===== config.mk =====
export PLATFORM = sky130hd
export DESIGN_NAME = cell_out_port
export DESIGN_NICKNAME = d
export VERILOG_FILES = /design/src/rtl/cop_pkg.sv /design/src/rtl/cop_rst_sync.sv /design/src/rtl/cop_seq.sv /design/src/rtl/cop_fmt.sv /design/src/rtl/cell_out_port.sv
export SDC_FILE = /design/constraint.sdc
export NUM_CORES = 1
export LEC_CHECK = 0
export BUFFER_PORTS_ARGS = -buffer_cell sky130_fd_sc_hd__buf_2
export CORE_MARGIN = 5
export CORE_UTILIZATION = 45
export CTS_CLUSTER_DIAMETER = 200
export DETAILED_ROUTE_END_ITERATION = 10
export PLACE_DENSITY = 0.76
export RECOVER_POWER = 50
export SYNTH_ARGS = -nofsm -noshare
export SYNTH_HDL_FRONTEND = slang
export SYNTH_SLANG_ARGS = --single-unit

===== constraint.sdc =====
create_clock -name clk -period 2.4 [get_ports clk]
set_input_delay 0 -clock clk [delete_from_list [all_inputs] [get_ports clk]]
set_output_delay 0 -clock clk [all_outputs]
set_load 0.01 [all_outputs]

===== src/rtl/cop_pkg.sv =====
package cop_pkg;
  localparam int WORD_W = 9;
  localparam int NIB_W  = 4;
  localparam int LEN_W  = 8;

  typedef enum logic {
    ST_IDLE = 1'b0,
    ST_SEND = 1'b1
  } cop_state_e;
endpackage


===== src/rtl/cop_rst_sync.sv =====
module cop_rst_sync #(
  parameter int STAGES = 2
) (
  input  logic clk,
  input  logic rst_n,
  output logic rst_sync_n
);
  logic [STAGES-1:0] sync_q;

  always_ff @(posedge clk or negedge rst_n) begin
    if (!rst_n) sync_q <= '0;
    else        sync_q <= {sync_q[STAGES-2:0], 1'b1};
  end

  assign rst_sync_n = sync_q[STAGES-1];
endmodule


===== src/rtl/cop_seq.sv =====
module cop_seq
  import cop_pkg::*;
#(
  parameter int LW = LEN_W
) (
  input  logic          clk,
  input  logic          rst_n,
  input  logic          start_ok,
  input  logic          cfg_byte_mode,
  input  logic          cfg_master,
  input  logic [LW-1:0] cfg_cell_len,
  input  logic          enb_n_in,
  output logic          active,
  output logic          first_unit,
  output logic          hi_phase,
  output logic          byte_mode,
  output logic          master,
  output logic          pop
);
  cop_state_e    state_q, state_d;
  logic [LW-1:0] cnt_q, cnt_d;
  logic [LW-1:0] len_q;
  logic          phase_q, phase_d;
  logic          byte_q, master_q;
  logic          load_cfg;
  logic          advance;
  logic          unit_last;

  assign active    = (state_q == ST_SEND);
  assign advance   = active && (master_q || !enb_n_in);
  assign unit_last = (cnt_q == len_q - 1'b1) && (byte_q || phase_q);
  assign load_cfg  = (state_q == ST_IDLE) && start_ok;

  always_comb begin
    state_d = state_q;
    cnt_d   = cnt_q;
    phase_d = phase_q;
    if (load_cfg) begin
      state_d = ST_SEND;
      cnt_d   = '0;
      phase_d = 1'b0;
    end else if (advance) begin
      if (unit_last) begin
        state_d = ST_IDLE;
        cnt_d   = '0;
        phase_d = 1'b0;
      end else if (byte_q || phase_q) begin
        cnt_d   = cnt_q + 1'b1;
        phase_d = 1'b0;
      end else begin
        phase_d = 1'b1;
      end
    end
  end

  always_ff @(posedge clk or negedge rst_n) begin
    if (!rst_n) begin
      state_q <= ST_IDLE;
      cnt_q   <= '0;
      phase_q <= 1'b0;
    end else begin
      state_q <= state_d;
      cnt_q   <= cnt_d;
      phase_q <= phase_d;
    end
  end

  always_ff @(posedge clk or negedge rst_n) begin
    if (!rst_n) begin
      len_q    <= '0;
      byte_q   <= 1'b1;
      master_q <= 1'b1;
    end else if (load_cfg) begin
      len_q    <= cfg_cell_len;
      byte_q   <= cfg_byte_mode;
      master_q <= cfg_master;
    end
  end

  assign first_unit = active && (cnt_q == '0) && !phase_q;
  assign hi_phase   = phase_q;
  assign byte_mode  = byte_q;
  assign master     = master_q;
  assign pop        = advance && (byte_q || phase_q);

  // a cell only begins after cell-available and a complete cell were seen
  a_r2_start_needs_clav: assert property (@(posedge clk) disable iff (!rst_n)
    $rose(active) |-> $past(start_ok));

  // a master cell runs without pauses until its last unit
  a_r3_master_no_gap: assert property (@(posedge clk) disable iff (!rst_n)
    (active && master_q && !unit_last) |=> active);

  // the port is idle in the cycle after a cell's last unit
  a_r9_idle_after_last: assert property (@(posedge clk) disable iff (!rst_n)
    (advance && unit_last) |=> !active);

  // a slave keeps its position while the external enable is high
  a_r8_slave_hold: assert property (@(posedge clk) disable iff (!rst_n)
    (active && !master_q && enb_n_in) |=> ($stable(cnt_q) && $stable(phase_q) && active));
endmodule


===== src/rtl/cop_fmt.sv =====
module cop_fmt
  import cop_pkg::*;
#(
  parameter int WW = WORD_W,
  parameter int NW = NIB_W
) (
  input  logic          active,
  input  logic          first_unit,
  input  logic          hi_phase,
  input  logic          byte_mode,
  input  logic          master,
  input  logic [WW-1:0] word,
  output logic [WW-1:0] dout,
  output logic          soc,
  output logic          enb_n_out
);
  localparam int SIDE_BIT = WW - 1;
  localparam int SLV_BIT  = WW - 2;

  logic [NW-1:0] nib;
  logic [WW-1:0] nib_bus;

  assign nib = hi_phase ? word[2*NW-1:NW] : word[NW-1:0];

  genvar gi;
  generate
    for (gi = 0; gi < WW; gi++) begin : g_lane
      if (gi < NW) begin : g_nib
        assign nib_bus[gi] = nib[gi];
      end else if (gi == SIDE_BIT) begin : g_side
        assign nib_bus[gi] = word[SIDE_BIT];
      end else if (gi == SLV_BIT) begin : g_slv
        assign nib_bus[gi] = master;
      end else begin : g_unused
        assign nib_bus[gi] = 1'b0;
      end
    end
  endgenerate

  always_comb begin
    dout      = '0;
    soc       = 1'b0;
    enb_n_out = 1'b1;
    if (active) begin
      dout      = byte_mode ? word : nib_bus;
      soc       = first_unit;
      enb_n_out = !master;
    end
  end
endmodule


===== src/rtl/cell_out_port.sv =====
module cell_out_port
  import cop_pkg::*;
#(
  parameter int WW = WORD_W,
  parameter int NW = NIB_W,
  parameter int LW = LEN_W
) (
  input  logic          clk,
  input  logic          rst_n,
  input  logic          cfg_byte_mode,
  input  logic          cfg_master,
  input  logic [LW-1:0] cfg_cell_len,
  input  logic          q_cell_ready,
  input  logic [WW-1:0] q_rd_data,
  output logic          q_rd_en,
  input  logic          dn_clav,
  input  logic          enb_n_in,
  output logic          enb_n_out,
  output logic          soc,
  output logic [WW-1:0] dout
);
  logic rst_i_n;
  logic active, first_unit, hi_phase, byte_mode, master, pop;

  cop_rst_sync #(.STAGES(2)) u_rst (
    .clk        (clk),
    .rst_n      (rst_n),
    .rst_sync_n (rst_i_n)
  );

  cop_seq #(.LW(LW)) u_seq (
    .clk           (clk),
    .rst_n         (rst_i_n),
    .start_ok      (dn_clav && q_cell_ready),
    .cfg_byte_mode (cfg_byte_mode),
    .cfg_master    (cfg_master),
    .cfg_cell_len  (cfg_cell_len),
    .enb_n_in      (enb_n_in),
    .active        (active),
    .first_unit    (first_unit),
    .hi_phase      (hi_phase),
    .byte_mode     (byte_mode),
    .master        (master),
    .pop           (pop)
  );

  cop_fmt #(.WW(WW), .NW(NW)) u_fmt (
    .active     (active),
    .first_unit (first_unit),
    .hi_phase   (hi_phase),
    .byte_mode  (byte_mode),
    .master     (master),
    .word       (q_rd_data),
    .dout       (dout),
    .soc        (soc),
    .enb_n_out  (enb_n_out)
  );

  assign q_rd_en = pop;

  // start-of-cell drops once the first unit has gone out
  a_r4_soc_once: assert property (@(posedge clk) disable iff (!rst_i_n)
    (soc && (master || !enb_n_in)) |=> !soc);

  // the side bit stays fixed across the two nibbles of a word
  a_r6_side_held: assert property (@(posedge clk) disable iff (!rst_i_n)
    (active && !byte_mode && hi_phase) |-> (dout[WW-1] == $past(dout[WW-1])));

  // a master in nibble mode raises the slave enable line on each transfer
  a_r7_slave_line: assert property (@(posedge clk) disable iff (!rst_i_n)
    (!enb_n_out && !byte_mode) |-> dout[WW-2]);

  // the enable output is never driven low in slave role
  a_r8_slave_quiet: assert property (@(posedge clk) disable iff (!rst_i_n)
    (active && !master) |-> enb_n_out);
endmodule


**Word level (Yosys, flattened, before mapping)**

Cells that the tools add are included.

- Output and inout bits: 12
- Logic and storage cells: 45
- Bits in registers: 22

- Mux-type cells: 16
- Add/sub/neg operators: 2
- Equality and inequality tests: 1
- Bitwise logic cells: 1
- Reductions and logical operators: 18

Operator list:

| kind | count |
|---|---|
| $mux 8 | 5 |
| $mux 1 | 9 |
| $mux 9 | 1 |
| $add 8x1->8 const B | 1 |
| $eq 8x8->1 | 1 |
| $logic_not 8->1 | 1 |
| $sub 8x1->8 const B | 1 |
| $logic_and 1x1->1 | 7 |
| $mux 4 | 1 |
| $reduce_and 2->1 | 2 |
| $reduce_bool 2->1 | 2 |
| $logic_not 1->1 | 3 |
| $reduce_bool 3->1 | 1 |
| $logic_or 1x1->1 | 2 |
| $not 1->1 | 1 |

**Depth between registers and ports, before layout**

- Word-level depth: 6
- Mapped depth: 8

**Modules after synthesis**

From an unflattened synthesis, not the netlist that was laid out.

- Cell total of the unflattened synthesis: 169
- Area total of the unflattened synthesis: 1452.6 sq um

Modules (own cells, without submodules):

| module | instances | cells each | area each (sq um) |
|---|---|---|---|
| cop_seq | 1 | 142 | 1242.4 |
| cop_fmt | 1 | 23 | 150.1 |
| cop_rst_sync | 1 | 3 | 53.8 |
| cell_out_port | 1 | 1 | 6.3 |

**Worst setup path after synthesis**

No wires, ideal clock.

- Path type: flip-flop to flip-flop
- Start: reg u_seq.len_q[0]
- End: reg u_seq.cnt_q[1]
- Stages on the path, launching flop included: 6
- Path buffers: 0
- Path slack: 0.251 ns
- Clock period less this slack: 2.149 ns
- Data arrival time: 2.010 ns
- Setup time: 0.138 ns
- Cells stage by stage: dfrtp_1 > or4_1 > or3_4 > a2111oi_4 > o211a_4 > o32ai_1

- Longest elaborated chain between the ends: 6
- Elaborated cells between the ends (all ways): 8
- Those cells by class: add/sub (1); eq/ne (1); mux (3); reduce/logical (3)

Ends and longest elaborated chain:

| item | RTL line | source |
|---|---|---|
| start, declared | cop_seq.sv:22 | `logic [LW-1:0] len_q;` |
| start signal, assigned | cop_seq.sv:74 | `len_q <= cfg_cell_len;` |
| $sub 8x1->8 (*) | cop_seq.sv:31 | `assign unit_last = (cnt_q == len_q - 1'b1) && (byte_q \|\| phase_q);` |
| $eq 8x8->1 (*) | cop_seq.sv:31 |  |
| $logic_and 1x1->1 (*) | cop_seq.sv:31 |  |
| $mux 8 | cop_seq.sv:43 | `if (unit_last) begin` |
| $mux 8 | cop_seq.sv:42 | `end else if (advance) begin` |
| $mux 8 | cop_seq.sv:38 | `if (load_cfg) begin` |
| end signal, assigned | cop_seq.sv:63 | `cnt_q <= cnt_d;` |
| end, declared | cop_seq.sv:21 | `logic [LW-1:0] cnt_q, cnt_d;` |

Every way passes the cells marked *; elsewhere a longest branch is shown, timed or not. The select of a mux whose other input is x is not followed.
A chain may end at the register's enable or synchronous reset.

**Worst setup path after layout**

- Start: reg u_seq.len_q[0]
- End: reg u_seq.cnt_q[4]

Same word-level chain as after synthesis.

==> run summary <==
count leader, synth -> nand2_1
# DRC -> 0
clk root buf -> clkbuf_4
Min-Delay Endpoint -> u_seq.master$_DFFE_PN1P_
initial drt markers -> 58
crit path DAT -> 2.43 ns
number of inserted diodes -> 0
CTS Sinks -> 22
#FFs+latches synth -> 22
post-synth top area share -> 35.15%
r2r endpoint -> u_seq.cnt_q[4]$_DFFE_PN0P_
register area share after synthesis -> 38.84%
CTS clk-pin slew, worst paths -> 0.12 ns
Fin. Hold Viols -> 0
largest net degree at the start of global routing -> 21
Avg WL per Cell -> 13.35 um
max_cap viols -> 0
Initial Util -> 46.64%
Rel. slew slack -> 44.72%
Async SR Flop Fraction -> 100.0%
cts bufs inserted -> 3
CP Launch Type -> register
Final Instance Count excl. Fillers -> 257
CTS tree -> done
drt total wl -> 3431 um
Final nets -> 241
first-pass GRT wire length -> 6244 um
area delta synth->final -> 28.12%
EDFF count, synth -> 0
Tcrit/Tclk final -> 94.30%
PD cells -> 1134 nW/um^2
RSZ-0062 raised after global routing -> false
R2R depth -> 5
syn_nets -> 191
Worst-Skew Late Latency -> 0.31 ns
Rows -> 20
hold crit path type -> input port to register
Max VDD drop -> 560.9 uV
Max stage delay on crit path -> 0.53 ns
CP Capture Type -> register
final setup fails -> 0
actual slew at the worst max-slew pin -> 0.8292 ns
vias in the first global route -> 1371
f_max -> 441.8 MHz
Place WS -> 0.1017 ns
clk_skew -> 0.01052 ns
RR Startpoint -> u_seq.len_q[0]$_DFFE_PN0P_
worst hold stages -> 5
Die ar. -> 4389 um^2
Core Area -> 3053 um^2
Die Y -> 66.25 um
status -> finished, final reports clean
Placed Cells -> 241
Final GP Congestion -> 0.8443
hold path startpoint -> q_cell_ready
critical path class -> register to register
Yosys warnings -> 0
share of cells above drive strength 1 -> 23.94%
fillcell total -> 274
total vias in the final route -> 1311
Post-CTS Setup Repair Bufs -> 0
Pleak -> 0.8766 nW
dominant cells by area after synthesis -> dfrtp_1 (35%), nand2_1 (8.7%), xnor2_1 (4.3%)
largest area contributor in the netlist -> dfrtp_1
# resized after CTS -> 0
r2r setup slk -> 0.14 ns
Cells after Synth -> 164
top_reg_cell synth -> dfrtp_1
crit path max fanout -> 8
Setup TNS Final -> 0 ns
Boundary Pins -> 36
total track usage -> 18.35%
dpl hpwl -> 2546 um
htree depth -> 1
grt ovf -> 0
Via-to-Cell Ratio -> 5.101
pins over their slew limit -> 0
initial antenna violation count -> 0
Die Wd -> 66.25 um
TritonRoute pass-1 iters -> 4
post-route setup slack -> 0.1368 ns
clk buf depth -> 2
synth unique cells -> 42
worst path required time -> 2.57 ns
critical path startpoint -> u_seq.len_q[0]$_DFFE_PN0P_
post-route ant nets -> 0
post-route minimum period -> 2.263 ns
slowest CP cell -> or4_1
Post-synth top cells -> nand2_1 (33), dfrtp_1 (20), inv_1 (8), nor2_1 (8)
syn_area_per_cell -> 8.682 um^2
number of port buffers -> 35
CP Cell Sequence -> or4_1, or3_4, a2111oi_4, o211a_4, a211oi_1
synthesized cell area -> 1424 um^2
==> cells by family (layout without fill, tap and decap cells) <==
logic type,count (synthesis),in the layout,synth area share (%)
flops,22,22,38.84
simple gates,74,74,25.84
fa+ha+maj,3,3,2.636
compound gates,30,30,16.70
other cells,1,1,0.2634
mux,5,5,3.515
buf+inv,16,65,4.218
xor+xnor,13,13,7.997
==> state kept, by name, summed over array words and instances (netlist names) <==
name,cells
u_seq.active,1
u_rst.sync_q,2
u_seq.master,1
u_seq.byte_mode,1
u_seq.hi_phase,1
u_seq.len_q,8
u_seq.cnt_q,8
==> where the power goes <==
group	leakage, nW	total (mW)	switching (mW)	internal, mW
clock network	0.0210	0.202	0.110	0.0927
logic	0.585	1.15	0.631	0.519
registers	0.271	0.716	0.193	0.524
==> critical path, delay by kind of cell, from the launching register on <==
family | cells | cell delay, ns
compound gates | 3 | 0.79
flops | 1 | 0.45
simple gates | 2 | 0.89
==> cell usage in the layout, fill, tap and decap left out, types with 2 or more instances in the layout <==
| cell type | instances |
|---|---|
| ha_1 | 3 |
| and3_1 | 5 |
| nor2_1 | 8 |
| nand3_1 | 2 |
| dfrtp_1 | 20 |
| inv_1 | 8 |
| mux2i_1 | 5 |
| buf_4 | 6 |
| xor2_1 | 6 |
| dlygate4sd3_1 | 12 |
| o211a_1 | 2 |
| dfstp_2 | 2 |
| clkbuf_4 | 3 |
| nor3_1 | 2 |
| nand2_1 | 33 |
| buf_2 | 34 |
| a21oi_1 | 6 |
| nand2b_1 | 3 |
| nor2b_1 | 6 |
| o31ai_1 | 2 |
| a211oi_1 | 5 |
| o21ai_0 | 5 |
| nor4_1 | 2 |
| nand4_1 | 4 |
| xnor2_1 | 7 |
==> per-stage QoR <==
stage	hold slack (ns)	instance area (um^2)	total power, mW	utilization [%]
floorplan	-0.2956	1424	1.534	-
global placement	-0.2135	1669	1.832	54.67
detailed placement	-0.2147	1669	1.857	54.67
CTS	0.005271	1826	2.080	59.80
global route	0.03241	1824	2.280	59.75
finish	0.005544	1824	2.068	59.75
==> per-layer routing <==
layer	global-route usage (%)	share of wire, %
met1	21.46	43
met2	33.58	52
met3	4.252	3.3
met4	4.061	0.96
met5	0	0
==> how the worst max path moves through the flow <==
stage / endpoint / slack (ns)
detailed placement: u_seq.cnt_q[4]$_DFFE_PN0P_ / 0.10
floorplan: u_seq.cnt_q[1]$_DFFE_PN0P_ / 0.25
CTS: u_seq.cnt_q[4]$_DFFE_PN0P_ / 0.07
global placement: u_seq.cnt_q[1]$_DFFE_PN0P_ / 0.17
global route: u_seq.active$_DFFE_PN0P_ / 0.01
finish: u_seq.cnt_q[4]$_DFFE_PN0P_ / 0.14
==> what timing repair did <==
item                                    in CTS  in global routing
hold buffers                                12                  0
endpoints found under the setup margin       0                  7
hold endpoints to repair                    12                  0
==> layout make-up <==
| type | instances | area (um^2) | area share, % |
|---|---|---|---|
| Tap cell | 44 | 55.05 | 3.018 |
| Timing Repair Buffer | 53 | 339.1 | 18.59 |
| Inverter | 8 | 30.03 | 1.646 |
| Multi-Input combinational cell | 126 | 810.8 | 44.44 |
| Sequential cell | 22 | 553.0 | 30.32 |
| Clock buffer | 4 | 36.28 | 1.989 |
Note: power is estimated with default switching activity, not from simulation.
